## config.mk

```make
export PLATFORM = sky130hd
export DESIGN_NAME = secure_gate
export DESIGN_NICKNAME = d
export VERILOG_FILES = /design/src/rtl/sgate_pkg.sv /design/src/rtl/sgate_datapath.sv /design/src/rtl/sgate_ctrl.sv /design/src/rtl/secure_gate.sv
export SDC_FILE = /design/constraint.sdc
export NUM_CORES = 1
export LEC_CHECK = 0
export BUFFER_PORTS_ARGS = -buffer_cell sky130_fd_sc_hd__buf_2
export CORE_UTILIZATION = 40
export CTS_CLUSTER_DIAMETER = 80
export CTS_CLUSTER_SIZE = 16
export DETAILED_ROUTE_END_ITERATION = 6
export GPL_TIMING_DRIVEN = 0
export PLACE_DENSITY = 0.6
export SLEW_MARGIN = 5
export SYNTH_ARGS = -nofsm -noshare
export SYNTH_HDL_FRONTEND = slang
export SYNTH_SLANG_ARGS = --single-unit
export TNS_END_PERCENT = 30
```

## constraint.sdc

```tcl
create_clock -name clk -period 7.2 [get_ports clk]
set_input_delay 1.44 -clock clk [delete_from_list [all_inputs] [get_ports clk]]
set_output_delay 1.44 -clock clk [all_outputs]
set_load 0.01 [all_outputs]
```

## src/rtl/sgate_pkg.sv

```systemverilog
package sgate_pkg;

  typedef enum logic [1:0] {
    ST_UNARMED = 2'd0,
    ST_ARMED   = 2'd1,
    ST_RUNNING = 2'd2
  } gateState_t;

  // strobes from control to datapath
  typedef struct packed {
    logic loadCfg;
    logic trackFetch;
    logic clearTrack;
  } ctrlStrobe_t;

  // comparison results from datapath to control
  typedef struct packed {
    logic inRange;
    logic atEntry;
    logic exitArmed;
  } addrHits_t;

endpackage

```

## src/rtl/sgate_datapath.sv

```systemverilog
module sgate_datapath
  import sgate_pkg::*;
#(
  parameter int ADDR_W = 32
) (
  input  logic              clk,
  input  logic              rstN,
  input  ctrlStrobe_t       strobe,
  input  logic [ADDR_W-1:0] ldEntry,
  input  logic [ADDR_W-1:0] ldIrqExit,
  input  logic [ADDR_W-1:0] ldFinalExit,
  input  logic [ADDR_W-1:0] ldLow,
  input  logic [ADDR_W-1:0] ldHigh,
  input  logic [ADDR_W-1:0] fetchAddr,
  output addrHits_t         hits
);

  localparam int NUM_EXITS = 2;

  logic [ADDR_W-1:0] entryAddr;
  logic [ADDR_W-1:0] lowAddr;
  logic [ADDR_W-1:0] highAddr;
  logic [ADDR_W-1:0] exitAddr [NUM_EXITS];
  logic [ADDR_W-1:0] exitLoad [NUM_EXITS];
  logic [NUM_EXITS-1:0] exitMatch;
  logic exitArmedQ;

  assign exitLoad[0] = ldIrqExit;
  assign exitLoad[1] = ldFinalExit;

  always_ff @(posedge clk) begin
    if (!rstN) begin
      entryAddr <= '0;
      lowAddr   <= '0;
      highAddr  <= '0;
    end else if (strobe.loadCfg) begin
      entryAddr <= ldEntry;
      lowAddr   <= ldLow;
      highAddr  <= ldHigh;
    end
  end

  // one register and one comparator per exit point
  for (genvar gi = 0; gi < NUM_EXITS; gi++) begin : g_exit
    always_ff @(posedge clk) begin
      if (!rstN) exitAddr[gi] <= '0;
      else if (strobe.loadCfg) exitAddr[gi] <= exitLoad[gi];
    end
    assign exitMatch[gi] = (fetchAddr == exitAddr[gi]);
  end

  // remembers whether the latest in-region fetch was an exit instruction
  always_ff @(posedge clk) begin
    if (!rstN) exitArmedQ <= 1'b0;
    else if (strobe.clearTrack) exitArmedQ <= 1'b0;
    else if (strobe.trackFetch) exitArmedQ <= |exitMatch;
  end

  always_comb begin
    hits.inRange   = (fetchAddr >= lowAddr) && (fetchAddr <= highAddr);
    hits.atEntry   = (fetchAddr == entryAddr);
    hits.exitArmed = exitArmedQ;
  end

endmodule

```

## src/rtl/sgate_ctrl.sv

```systemverilog
module sgate_ctrl
  import sgate_pkg::*;
(
  input  logic        clk,
  input  logic        rstN,
  input  logic        ldInit,
  input  logic        fetchValid,
  input  addrHits_t   hits,
  output ctrlStrobe_t strobe,
  output logic        initFlag,
  output logic        secureFlag,
  output logic        violation
);

  gateState_t state, stateNext;
  logic violNext;
  logic violQ;

  always_comb begin
    stateNext = state;
    violNext  = 1'b0;
    strobe    = '0;
    unique case (state)
      ST_UNARMED: begin
        if (ldInit) begin
          strobe.loadCfg    = 1'b1;
          strobe.clearTrack = 1'b1;
          stateNext         = ST_ARMED;
        end else if (fetchValid && hits.inRange) begin
          violNext = 1'b1;
        end
      end
      ST_ARMED: begin
        if (fetchValid && hits.inRange) begin
          if (hits.atEntry) begin
            strobe.clearTrack = 1'b1;
            stateNext         = ST_RUNNING;
          end else begin
            violNext = 1'b1;
          end
        end
      end
      ST_RUNNING: begin
        if (fetchValid) begin
          if (hits.inRange) begin
            strobe.trackFetch = 1'b1;
          end else if (hits.exitArmed) begin
            strobe.clearTrack = 1'b1;
            stateNext         = ST_ARMED;
          end else begin
            violNext = 1'b1;
          end
        end
      end
      default: violNext = 1'b1;
    endcase
    if (violNext) begin
      stateNext         = ST_UNARMED;
      strobe.clearTrack = 1'b1;
    end
  end

  always_ff @(posedge clk) begin
    if (!rstN) begin
      state <= ST_UNARMED;
      violQ <= 1'b0;
    end else begin
      state <= stateNext;
      violQ <= violNext;
    end
  end

  assign initFlag   = (state != ST_UNARMED);
  assign secureFlag = (state == ST_RUNNING);
  assign violation  = violQ;

endmodule

```

## src/rtl/secure_gate.sv

```systemverilog
module secure_gate
  import sgate_pkg::*;
#(
  parameter int ADDR_W = 32
) (
  input  logic              clk,
  input  logic              rstN,
  input  logic              ldInit,
  input  logic [ADDR_W-1:0] ldEntry,
  input  logic [ADDR_W-1:0] ldIrqExit,
  input  logic [ADDR_W-1:0] ldFinalExit,
  input  logic [ADDR_W-1:0] ldLow,
  input  logic [ADDR_W-1:0] ldHigh,
  input  logic              fetchValid,
  input  logic [ADDR_W-1:0] fetchAddr,
  output logic              initFlag,
  output logic              secureFlag,
  output logic              violation
);

  ctrlStrobe_t strobe;
  addrHits_t   hits;

  sgate_datapath #(.ADDR_W(ADDR_W)) u_dp (
    .clk        (clk),
    .rstN       (rstN),
    .strobe     (strobe),
    .ldEntry    (ldEntry),
    .ldIrqExit  (ldIrqExit),
    .ldFinalExit(ldFinalExit),
    .ldLow      (ldLow),
    .ldHigh     (ldHigh),
    .fetchAddr  (fetchAddr),
    .hits       (hits)
  );

  sgate_ctrl u_ctrl (
    .clk       (clk),
    .rstN      (rstN),
    .ldInit    (ldInit),
    .fetchValid(fetchValid),
    .hits      (hits),
    .strobe    (strobe),
    .initFlag  (initFlag),
    .secureFlag(secureFlag),
    .violation (violation)
  );

endmodule

```

### Word level (Yosys, flattened, before mapping)

Memories as Yosys holds them, arrays and structs flattened.
Index checks and enable logic that the tools add are counted.

| storage, ports and cells | value |
|---|---|
| memory bits (writable) | 64 |
| flip-flop bits (word level) | 100 |
| memories kept | 1 |
| bits of input ports | 196 |
| output and inout port bits | 3 |

| cells by class | value |
|---|---|
| bitwise logic cells | 3 |
| reduce and logical (&&, ||, !) cells | 9 |
| eq/ne operators | 11 |
| order comparisons | 2 |
| muxes and demuxes | 32 |

Memory list:

| memory | words | width | rd ports | clocked after Yosys merged registers in | write ports | RTL line | text |
|---|---|---|---|---|---|---|---|
| u_dp.exitAddr | 2 | 32 | 2 | 0 | 2 | sgate_datapath.sv:23 | `logic [ADDR_W-1:0] exitAddr [NUM_EXITS];` |

Operators by type and width:

| operator | number |
|---|---|
| equality test 32 bit | 3 |
| two-way mux 32 bit | 2 |
| greater-or-equal comparator 32 bit | 1 |
| <= comparator 32 bit | 1 |
| two-way mux 1 bit | 20 |
| two-way mux 2 bit | 7 |
| != test 2 bit, second input constant | 4 |
| AND reduction 7 bit | 1 |
| one-hot mux 1 bit (3 select lines) | 2 |
| one-hot mux 2 bit (3 select lines) | 1 |
| OR reduction 2 bit | 3 |
| != test 2 x 1 -> 1 bit, second input constant | 2 |
| nonzero test 3 bit | 1 |
| equality test 2 x 1 -> 1 bit, second input constant | 1 |
| equality test 2 bit, second input constant | 1 |
| logical AND 1 bit | 2 |
| zero test 2 bit | 1 |
| bitwise OR 1 bit | 2 |
| nonzero test 2 bit | 1 |
| inverter 1 bit | 1 |

### Depth between registers and ports, before layout

Gate-level depths: netlist of run 1.

| logic depth | value |
|---|---|
| word-level depth | 8 |
| mapped depth | 10 |
| gate-level depth less buffers | 9 |

### Cells and area by module

Synthesis of run 1 repeated with hierarchy kept, for this count alone.

| second synthesis, totals | value |
|---|---|
| cells, all modules | 840 |
| area, all modules | 8,856.0 µm² |

Modules (own cells, without submodules):

| module | cells each | area an instance (µm²) | sequential area each (µm²) | instances |
|---|---|---|---|---|
| sgate_datapath | 813 | 8,647.0 | 3,863.7 | 1 |
| sgate_ctrl | 27 | 209.0 | 60.1 | 1 |

### Worst setup path after synthesis of run 1

No wires, ideal clock.

| path | value |
|---|---|
| path type | input -> register |
| start | input port rstN |
| end | memory u_dp.exitAddr[0][0] (enable) |
| buffers on the path | 1 |
| arrival | 3,634 ps |
| path slack | 3,115 ps |
| setup time | 451 ps |
| stages on the path | 4 |
| cell sequence | inv_1 -> a21oi_2 -> clkinv_1 -> clkbuf_1 |

RTL lines:

| element | RTL line | text |
|---|---|---|
| from (decl) | secure_gate.sv:7 | `input logic rstN,` |
| to (decl) | sgate_datapath.sv:23 |  |

### Worst setup path after layout of run 1

| path | value |
|---|---|
| start | input port fetchAddr[17] |
| end | register u_dp.exitArmedQ |

| on the way | value |
|---|---|
| cells in the longest elaborated chain, start to end | 8 |
| elaborated cells on any way between the ends | 24 |
| classes of those cells | order compare: 2; eq/ne: 3; mux: 15; reduce/logical: 4 |

RTL lines:

| element | RTL line | text |
|---|---|---|
| from (decl) | secure_gate.sv:15 | `input logic [ADDR_W-1:0] fetchAddr,` |
| greater-or-equal comparator 32 bit / <= comparator 32 bit (equally long branches) | sgate_datapath.sv:60 | `hits.inRange = (fetchAddr >= lowAddr) && (fetchAddr <= highAddr);` |
| logical AND 1 bit | sgate_datapath.sv:60 |  |
| logical AND 1 bit | sgate_ctrl.sv:29, sgate_ctrl.sv:34 |  |
| two-way mux 1 bit | sgate_ctrl.sv:29 | `end else if (fetchValid && hits.inRange) begin` |
| two-way mux 1 bit | sgate_ctrl.sv:25 | `if (ldInit) begin` |
| one-hot mux 1 bit (3 select lines) | sgate_ctrl.sv:23 | `unique case (state)` |
| two-way mux 1 bit | sgate_ctrl.sv:57 | `if (violNext) begin` |
| OR reduction 2 bit (no source line) | -- |  |
| to (signal assigned) | sgate_datapath.sv:56 | `else if (strobe.trackFetch) exitArmedQ <= \|exitMatch;` |
| to (decl) | sgate_datapath.sv:26 | `logic exitArmedQ;` |

Parallel ways exist; a longest one is shown, timed or not.
A chain may end at the register's enable or synchronous reset.

==> results of run 1 <==
-- area by class of cell --
class                      instances  area (µm²)
fill                            1898        9680
sequential                       164        3920
multi-input combinational        545        3860
timing repair buffer             199        1020
clock buffer                      21         440
tap                              265         332
inverter                          69         259
buffer                            27         113
clock inverter                    11        87.6
-- cells by family after synthesis --
group / after synthesis
xor+xnor: 96
flops: 164
simple gates: 229
buf+inv: 96
compound gates: 156
fa+ha+maj: 64
-- report_power, final --
| group | internal (mW) | total, mW | switching (mW) |
|---|---|---|---|
| Clock | 0.471 | 0.840 | 0.369 |
| Combinational | 0.154 | 0.350 | 0.196 |
| Sequential | 1.03 | 1.06 | 0.0275 |
| Total | 1.66 | 2.25 | 0.593 |
-- layer usage --
layer / vias to the layer above / share of wire [%] / global-route usage [%] / routed length, µm
met5: - / 0 / 0 / 0
met4: 0 / 1.3 / 5.82 / 305
met3: 17 / 4.5 / 3.88 / 1060
met2: 188 / 47 / 39.2 / 11100
met1: 2927 / 47 / 30.6 / 11000
li1: 3229 / - / - / -
-- synthesized netlist by cell type, drive strengths merged (2+ instances only) --
| cell | count |
|---|---|
| a21oi | 30 |
| a221oi | 4 |
| a22o | 34 |
| a32oi | 2 |
| and2 | 64 |
| and3 | 3 |
| and4 | 6 |
| buf | 5 |
| clkbuf | 22 |
| dfxtp | 100 |
| edfxtp | 64 |
| ha | 64 |
| inv | 68 |
| nand2 | 90 |
| nand2b | 2 |
| nand3 | 9 |
| nand4 | 24 |
| nor2 | 10 |
| nor3 | 2 |
| nor4 | 14 |
| o21a | 2 |
| o21ai | 72 |
| xnor2 | 65 |
| xor2 | 31 |
-- tightest hold or removal path, stage by stage, from the launching register on --
cell     delay [ns]
dfxtp_1        0.30
inv_1          0.06
o21ai_0        0.07
-- final timing paths --
kind,from,to,depth (start not counted)
setup reg to reg,u_dp.highAddr[19],u_dp.exitArmedQ,8
hold reg to reg,u_dp.highAddr[18],u_dp.highAddr[18],2
hold / removal,u_dp.highAddr[18],u_dp.highAddr[18],2
setup / recovery,fetchAddr[17],u_dp.exitArmedQ,8
-- registers in the layout (all words and copies together) (netlist names) --
signal,count
u_dp.highAddr,32
u_ctrl.state,2
u_ctrl.violation,1
u_dp.entryAddr,32
u_dp.exitArmedQ,1
u_dp.exitAddr,64
u_dp.lowAddr,32
-- per-stage QoR --
step	hold WS (ns)	worst slack [ns]	std cells
finish	0.481	3.69	1301
floorplan	0.452	3.11	805
global route	0.502	3.57	1301
detailed placement	0.475	3.25	1269
CTS	0.485	3.69	1301
global placement	0.468	1.92	1268
==> results by group, run 1 <==
Die
  – Die height: 145 µm
  – Initial Utilization: 41.3%
  – Placeable Area: 19,700 µm²
  – IO Count: 199
  – # rows: 51
  – Die X: between 100 and 150 µm
  – Die area: 21,000 µm²

Clock tree
  – Sink Count: 164
  – Max Root-Sink Buffers: 2
  – CTS tree: yes
  – Clock-pin slew on the worst setup and hold paths: 0.06 ns
  – Post-cts sizing count: 0
  – Post-CTS setup buffer count: 0
  – Cts-stage hold buffer count: 0
  – Clk_lat worst skew: around 0.43 ns
  – TritonCTS Buffers: 17
  – # H-tree levels: 4
  – Root buf cell: clkbuf_16

Logic synthesis
  – Post-synthesis xor/xnor area fraction: 10.3%
  – Synth Area in Simple Gates: 14.9%
  – Post-synth top flop: dfxtp_1
  – Ys async rst share: 0%
  – Cells after Synth: 805
  – Syn_area_per_cell: 10.1 µm²
  – Seq/Total Area, Yosys: 48.1%
  – Largest family of logic cells by synthesized area: simple AND/OR/NAND/NOR gates
  – Post-Synth Adder-Cell Area: under 10%
  – Mapped Area: 8150 µm²
  – Multiplexer share of the synthesized area: 0%
  – Post-Syn Nets: around 1,100
  – Synth Area in Compound Gates: approximately an eighth
  – Synth top area share: 24.6%
  – Synth area leaders: dfxtp_1 (25%), edfxtp_1 (24%), ha_1 (9.8%)
  – Post-synth EDFFs: 64
  – Post-synth cell types: 49
  – Yosys reg bits: 164
  – Dominant cell type by area after synthesis: dfxtp_1
  – Ys Warns: 0

Pwr
  – Overall power: around 2.3 mW
  – VDD IR-drop max: 0.162 mV
  – P_leak: approximately 4.2 nW
  – Power density cells: 224 nW/µm²

Final layout
  – Area delta synth->final: 23.1%
  – Commonest non-fill, non-tap cell in the layout: buf_2
  – Number of antenna diodes: 0
  – Nets@finish: 1,283
  – Fraction of layout cells with a size suffix above 1: a little under a quarter
  – Most frequent cells in the layout: buf_2 (198), dfxtp_1 (100), nand2_1 (90), o21ai_0 (72), inv_1 (68)
  – Fin util: about half
  – Post-route cell area: 10,000 µm²

Setup path
  – Crit path buf inv count: 1
  – R2r setup slk: approximately 4.6 ns
  – CP arrival: 3.83 ns
  – CP startpoint kind: input port
  – Worst path cell trace: buf_2 -> ha_1 -> and4_1 -> and4_1 -> nand3_1 -> o32ai_2 -> a211oi_2 -> nor4_2
  – Top cell by count, worst path: and4_1
  – Crit end category: register
  – Crit-path max FO: 8
  – Max stage delay on crit path: ~0.69 ns
  – Data required, critical path: 7.52 ns
  – Crit path max-delay family: simple AND/OR/NAND/NOR gates
  – WS Path Type: in2reg
  – Slowest cell on crit path: o32ai_2

Detailed routing
  – TritonRoute pass-1 iters: 5
  – DRC: 0
  – Via density per instance: 4.89
  – DR vias: 6,361
  – Initial DRC count: 399
  – Detail Route Antenna Nets: 0
  – DRT Wirelength: 23.5 mm
  – Wire length per cell: ~18 µm

Global route
  – Largest net degree at the start of global routing: between 60 and 70
  – GRT Util Overall: 23.2%
  – Antenna violations before repair: 0
  – Grt ovf: 0
  – Global-route wire length before repair: around 34 mm
  – Vias in the first global route: around 6,000

Timing
  – Worst-Margin Slew: 0.721 ns
  – Finish-stage setup viols: 0
  – Fin crit share: 48.7%
  – RSZ-0062 raised after global routing: false
  – Minimum clock period: 3.51 ns
  – Final hold viol count: 0
  – Fmax: ~0.29 GHz
  – Slew Limit Fails: 0
  – Final setup TNS: 0 ns
  – Clk_skew: 0.00986 ns
  – Max_slew headroom: around half

Placed design
  – Port Buffer Count: 198
  – RD Place Congestion: 0.876
  – Post-DP HPWL: 18.7 mm
  – Post-Place Cell Area: roughly 9500 µm²

Status
  – Status: finished clean

Flow run
  – Max Cap Violations: 0

Hold path
  – Worst hold-check path type: reg2reg
No activity file was read; power rests on OpenSTA's default activity.
==> inputs of run 2 (changes only) <==
- ABC_AREA: unset -> 1
- PLACE_DENSITY: 0.6 -> 0.62
- clock period: 7.2 -> 2.94 ns (I/O delays scaled with it)
==> run 2 against run 1 <==
  * Worst hold slack got worse by 0.064 ns
  * Clock skew fell by 0.0019 ns
  * Cell area up 5.8%
  * Register-to-register slack got worse by 3.7 ns
  * Total power grew to 3.2 times the previous value
  * Critical path depth shrank 3
  * Critical endpoint is now u_dp.entryAddr[27]
==> results by group, run 2 <==
Die
  – Die X: 149 µm
  – IO Count: approximately 200
  – Placeable Area: 21,200 µm²
  – Die height: 149 µm
  – # rows: 53
  – Die area: ~22,000 µm²
  – Initial Utilization: 40.9%

Logic synthesis
  – Seq/Total Area, Yosys: 45.3%
  – Yosys reg bits: 164
  – Top-count cell post-synth: inv_1
  – Cells after Synth: between 1,000 and 1,500
  – Post-synth cell types: 30
  – Synth top area share: 23.1%
  – Ys Warns: 0
  – Commonest cells post-synth: inv_1 (285), nand2_1 (107), nor2_1 (107)
  – Post-synth top flop: dfxtp_1
  – Ys async rst share: 0%
  – Post-Syn Nets: approximately 1,300
  – Syn_area_per_cell: ~8.4 µm²
  – Synth area leaders: dfxtp_1 (23%), edfxtp_1 (22%), inv_1 (12%)
  – Post-synth EDFFs: 64
  – Mapped Area: roughly 8700 µm²
  – Dominant cell type by area after synthesis: dfxtp_1

Final layout
  – Fraction of layout cells with a size suffix above 1: between 20% and 30%
  – Area of the multi-input gates: approximately 3500 µm²
  – Fin util: between 50% and 60%
  – Biggest register: u_dp.exitAddr
  – Area delta synth->final: 22.5%
  – Register area: 3920 µm²
  – Nets@finish: 1,514
  – Fillers: 2,086
  – Post-Layout Cell Count: between 1,500 and 2,000
  – Max FFs per register: 64
  – Most frequent cells in the layout: inv_1 (285), buf_2 (209), nor2_1 (107), nand2_1 (107), dfxtp_1 (100)
  – Commonest non-fill, non-tap cell in the layout: inv_1

Setup path
  – CP startpoint kind: register
  – R2R Path End: u_dp.entryAddr[27]
  – Max stage delay on crit path: 0.53 ns
  – WS Path Type: reg2reg
  – Worst path cell trace: nor2_1 -> nand3_1 -> clkbuf_1 -> clkbuf_1 -> o22ai_1
  – CP arrival: 2.40 ns
  – Crit end category: register
  – Worst setup path startpoint: u_ctrl.state[0]
  – Top cell by count, worst path: clkbuf_1
  – Reg2reg path depth: 5
  – Crit-path max FO: 10
  – Reg2reg start: u_ctrl.state[0]
  – Data required, critical path: 3.22 ns
  – Slowest cell on crit path: clkbuf_1
  – R2r setup slk: slightly above 0.8 ns

Pwr
  – Combinational share of power: 25.9%
  – VDD IR-drop max: 0.508 mV
  – Sw frac: 30.7%
  – Overall power: 7.15 mW
  – Clk pwr share: 31.1%
  – Psw: between 2 and 2.5 mW
  – Flop pwr share: 43.0%
  – Pint: a little under 5 mW
  – P_leak: 5.12 nW
  – Power density cells: 674 nW/µm²

Hold path
  – Endpoint, Worst Hold: u_dp.entryAddr[14]
  – HP Start: ldEntry[14]
  – Worst hold stages: 3
  – Worst hold-check path type: in2reg

Clock tree
  – TritonCTS Buffers: 17
  – # H-tree levels: 4
  – Clk_lat worst skew: between 0.4 and 0.5 ns
  – Sink Count: 164
  – Root buf cell: clkbuf_16
  – CTS tree: yes
  – Post-CTS setup buffer count: 0
  – Clock-pin slew on the worst setup and hold paths: 0.07 ns
  – Max Root-Sink Buffers: 2
  – Post-cts sizing count: 0
  – Cts-stage hold buffer count: 0

Detailed routing
  – DRT Wirelength: 22.4 mm
  – DRC: 0
  – Detail Route Antenna Nets: 0
  – TritonRoute pass-1 iters: 4
  – Via density per instance: 4.58
  – DR vias: 7,077
  – Wire length per cell: 14.5 µm
  – Initial DRC count: 251

Timing
  – Worst Slack Setup Final: 0.825 ns
  – Max_slew headroom: between 50 and 60%
  – Finish-stage setup viols: 0
  – Final setup TNS: 0 ns
  – Clk_skew: 0.00800 ns
  – Minimum clock period: 2.11 ns
  – Fmax: 0.473 GHz
  – Slew Limit Fails: 0
  – Worst-Margin Slew: about 0.63 ns
  – RSZ-0062 raised after global routing: false
  – Final hold viol count: 0
  – Fin crit share: 71.9%

Flow run
  – Max Cap Violations: 0

Placed design
  – Placed insts: 1,510
  – Post-DP HPWL: roughly 17 mm
  – Post-Place Worst Slack: 0.451 ns
  – Port Buffer Count: 197
  – RD Place Congestion: 0.782

Global route
  – GRT Util Overall: 21.1%
  – Largest net degree at the start of global routing: 57
  – Global-route wire length before repair: 34.7 mm
  – Grt ovf: 0
  – Vias in the first global route: 6,942
  – Antenna violations before repair: 2

Status
  – Status: finished clean
-- run 2: how the worst max path moves through the flow --
| stage | to | slack (ns) | cells after the start |
|---|---|---|---|
| 3_5_place_dp | u_dp.exitArmedQ | 0.45 | 15 |
| 6_report | u_dp.entryAddr[27] | 0.83 | 5 |
| 2_1_floorplan | u_dp.exitAddr[0][0] | 0.79 | 3 |
| 4_1_cts | u_dp.entryAddr[27] | 0.77 | 5 |
| 3_3_place_gp | u_dp.exitAddr[0][12] | 0.19 | 4 |
| 5_1_grt | u_dp.entryAddr[26] | 0.66 | 5 |
-- run 2: power by group through the flow --
stage	Sequential [mW]	Clock [mW]	Combinational (mW)
2_1_floorplan	3.09	0	1.29
3_3_place_gp	3.12	0	1.79
3_5_place_dp	3.13	0	1.86
4_1_cts	3.08	2.26	1.88
5_1_grt	3.13	2.36	2.10
6_report	3.08	2.22	1.85
-- run 2: logic make-up (layout without fill, tap and decap cells) --
logic type | count (synthesis) | in the layout | synth area share [%]
buffers and inverters | 315 | 545 | 13.9
AND/OR/NAND/NOR | 269 | 269 | 13.1
flip-flops | 164 | 164 | 45.3
AO/OA/AOI/OAI | 136 | 136 | 9.49
XOR/XNOR | 89 | 89 | 9.00
adder cells (fa/ha/maj) | 64 | 64 | 9.25
other | 0 | 2 | 0
-- run 2: metal layers --
| metal | track usage, % | vias up | part of all wire, % |
|---|---|---|---|
| met3 | 4.28 | 18 | 5.8 |
| li1 | - | 3696 | - |
| met1 | 26.1 | 3183 | 44 |
| met5 | 0 | - | 0 |
| met2 | 37.3 | 180 | 49 |
| met4 | 4.85 | 0 | 1.0 |
-- run 2: stage by stage --
step	area, µm²	hold slack [ns]
final	10600	0.417
after global placement	9990	0.461
after CTS	10600	0.394
after detailed placement	10000	0.461
after global routing	10600	0.408
after floorplan	8660	0.446
-- run 2: worst max-delay path: cells and delay by family (launching register included) --
kind            cells  cell delay (ns)
buf+inv             2             0.99
flops               1             0.43
simple gates        2             0.41
compound gates      1             0.15
-- run 2: cell type report --
class / instances / share of cell area, %
buffer: 28 / 1.18
timing repair buffer: 198 / 9.55
clock buffer: 19 / 4.27
multi-input combinational: 558 / 33.3
sequential: 164 / 37.0
antenna: 2 / 0.0472
tap: 275 / 3.24
clock inverter: 13 / 1.26
inverter: 287 / 10.2
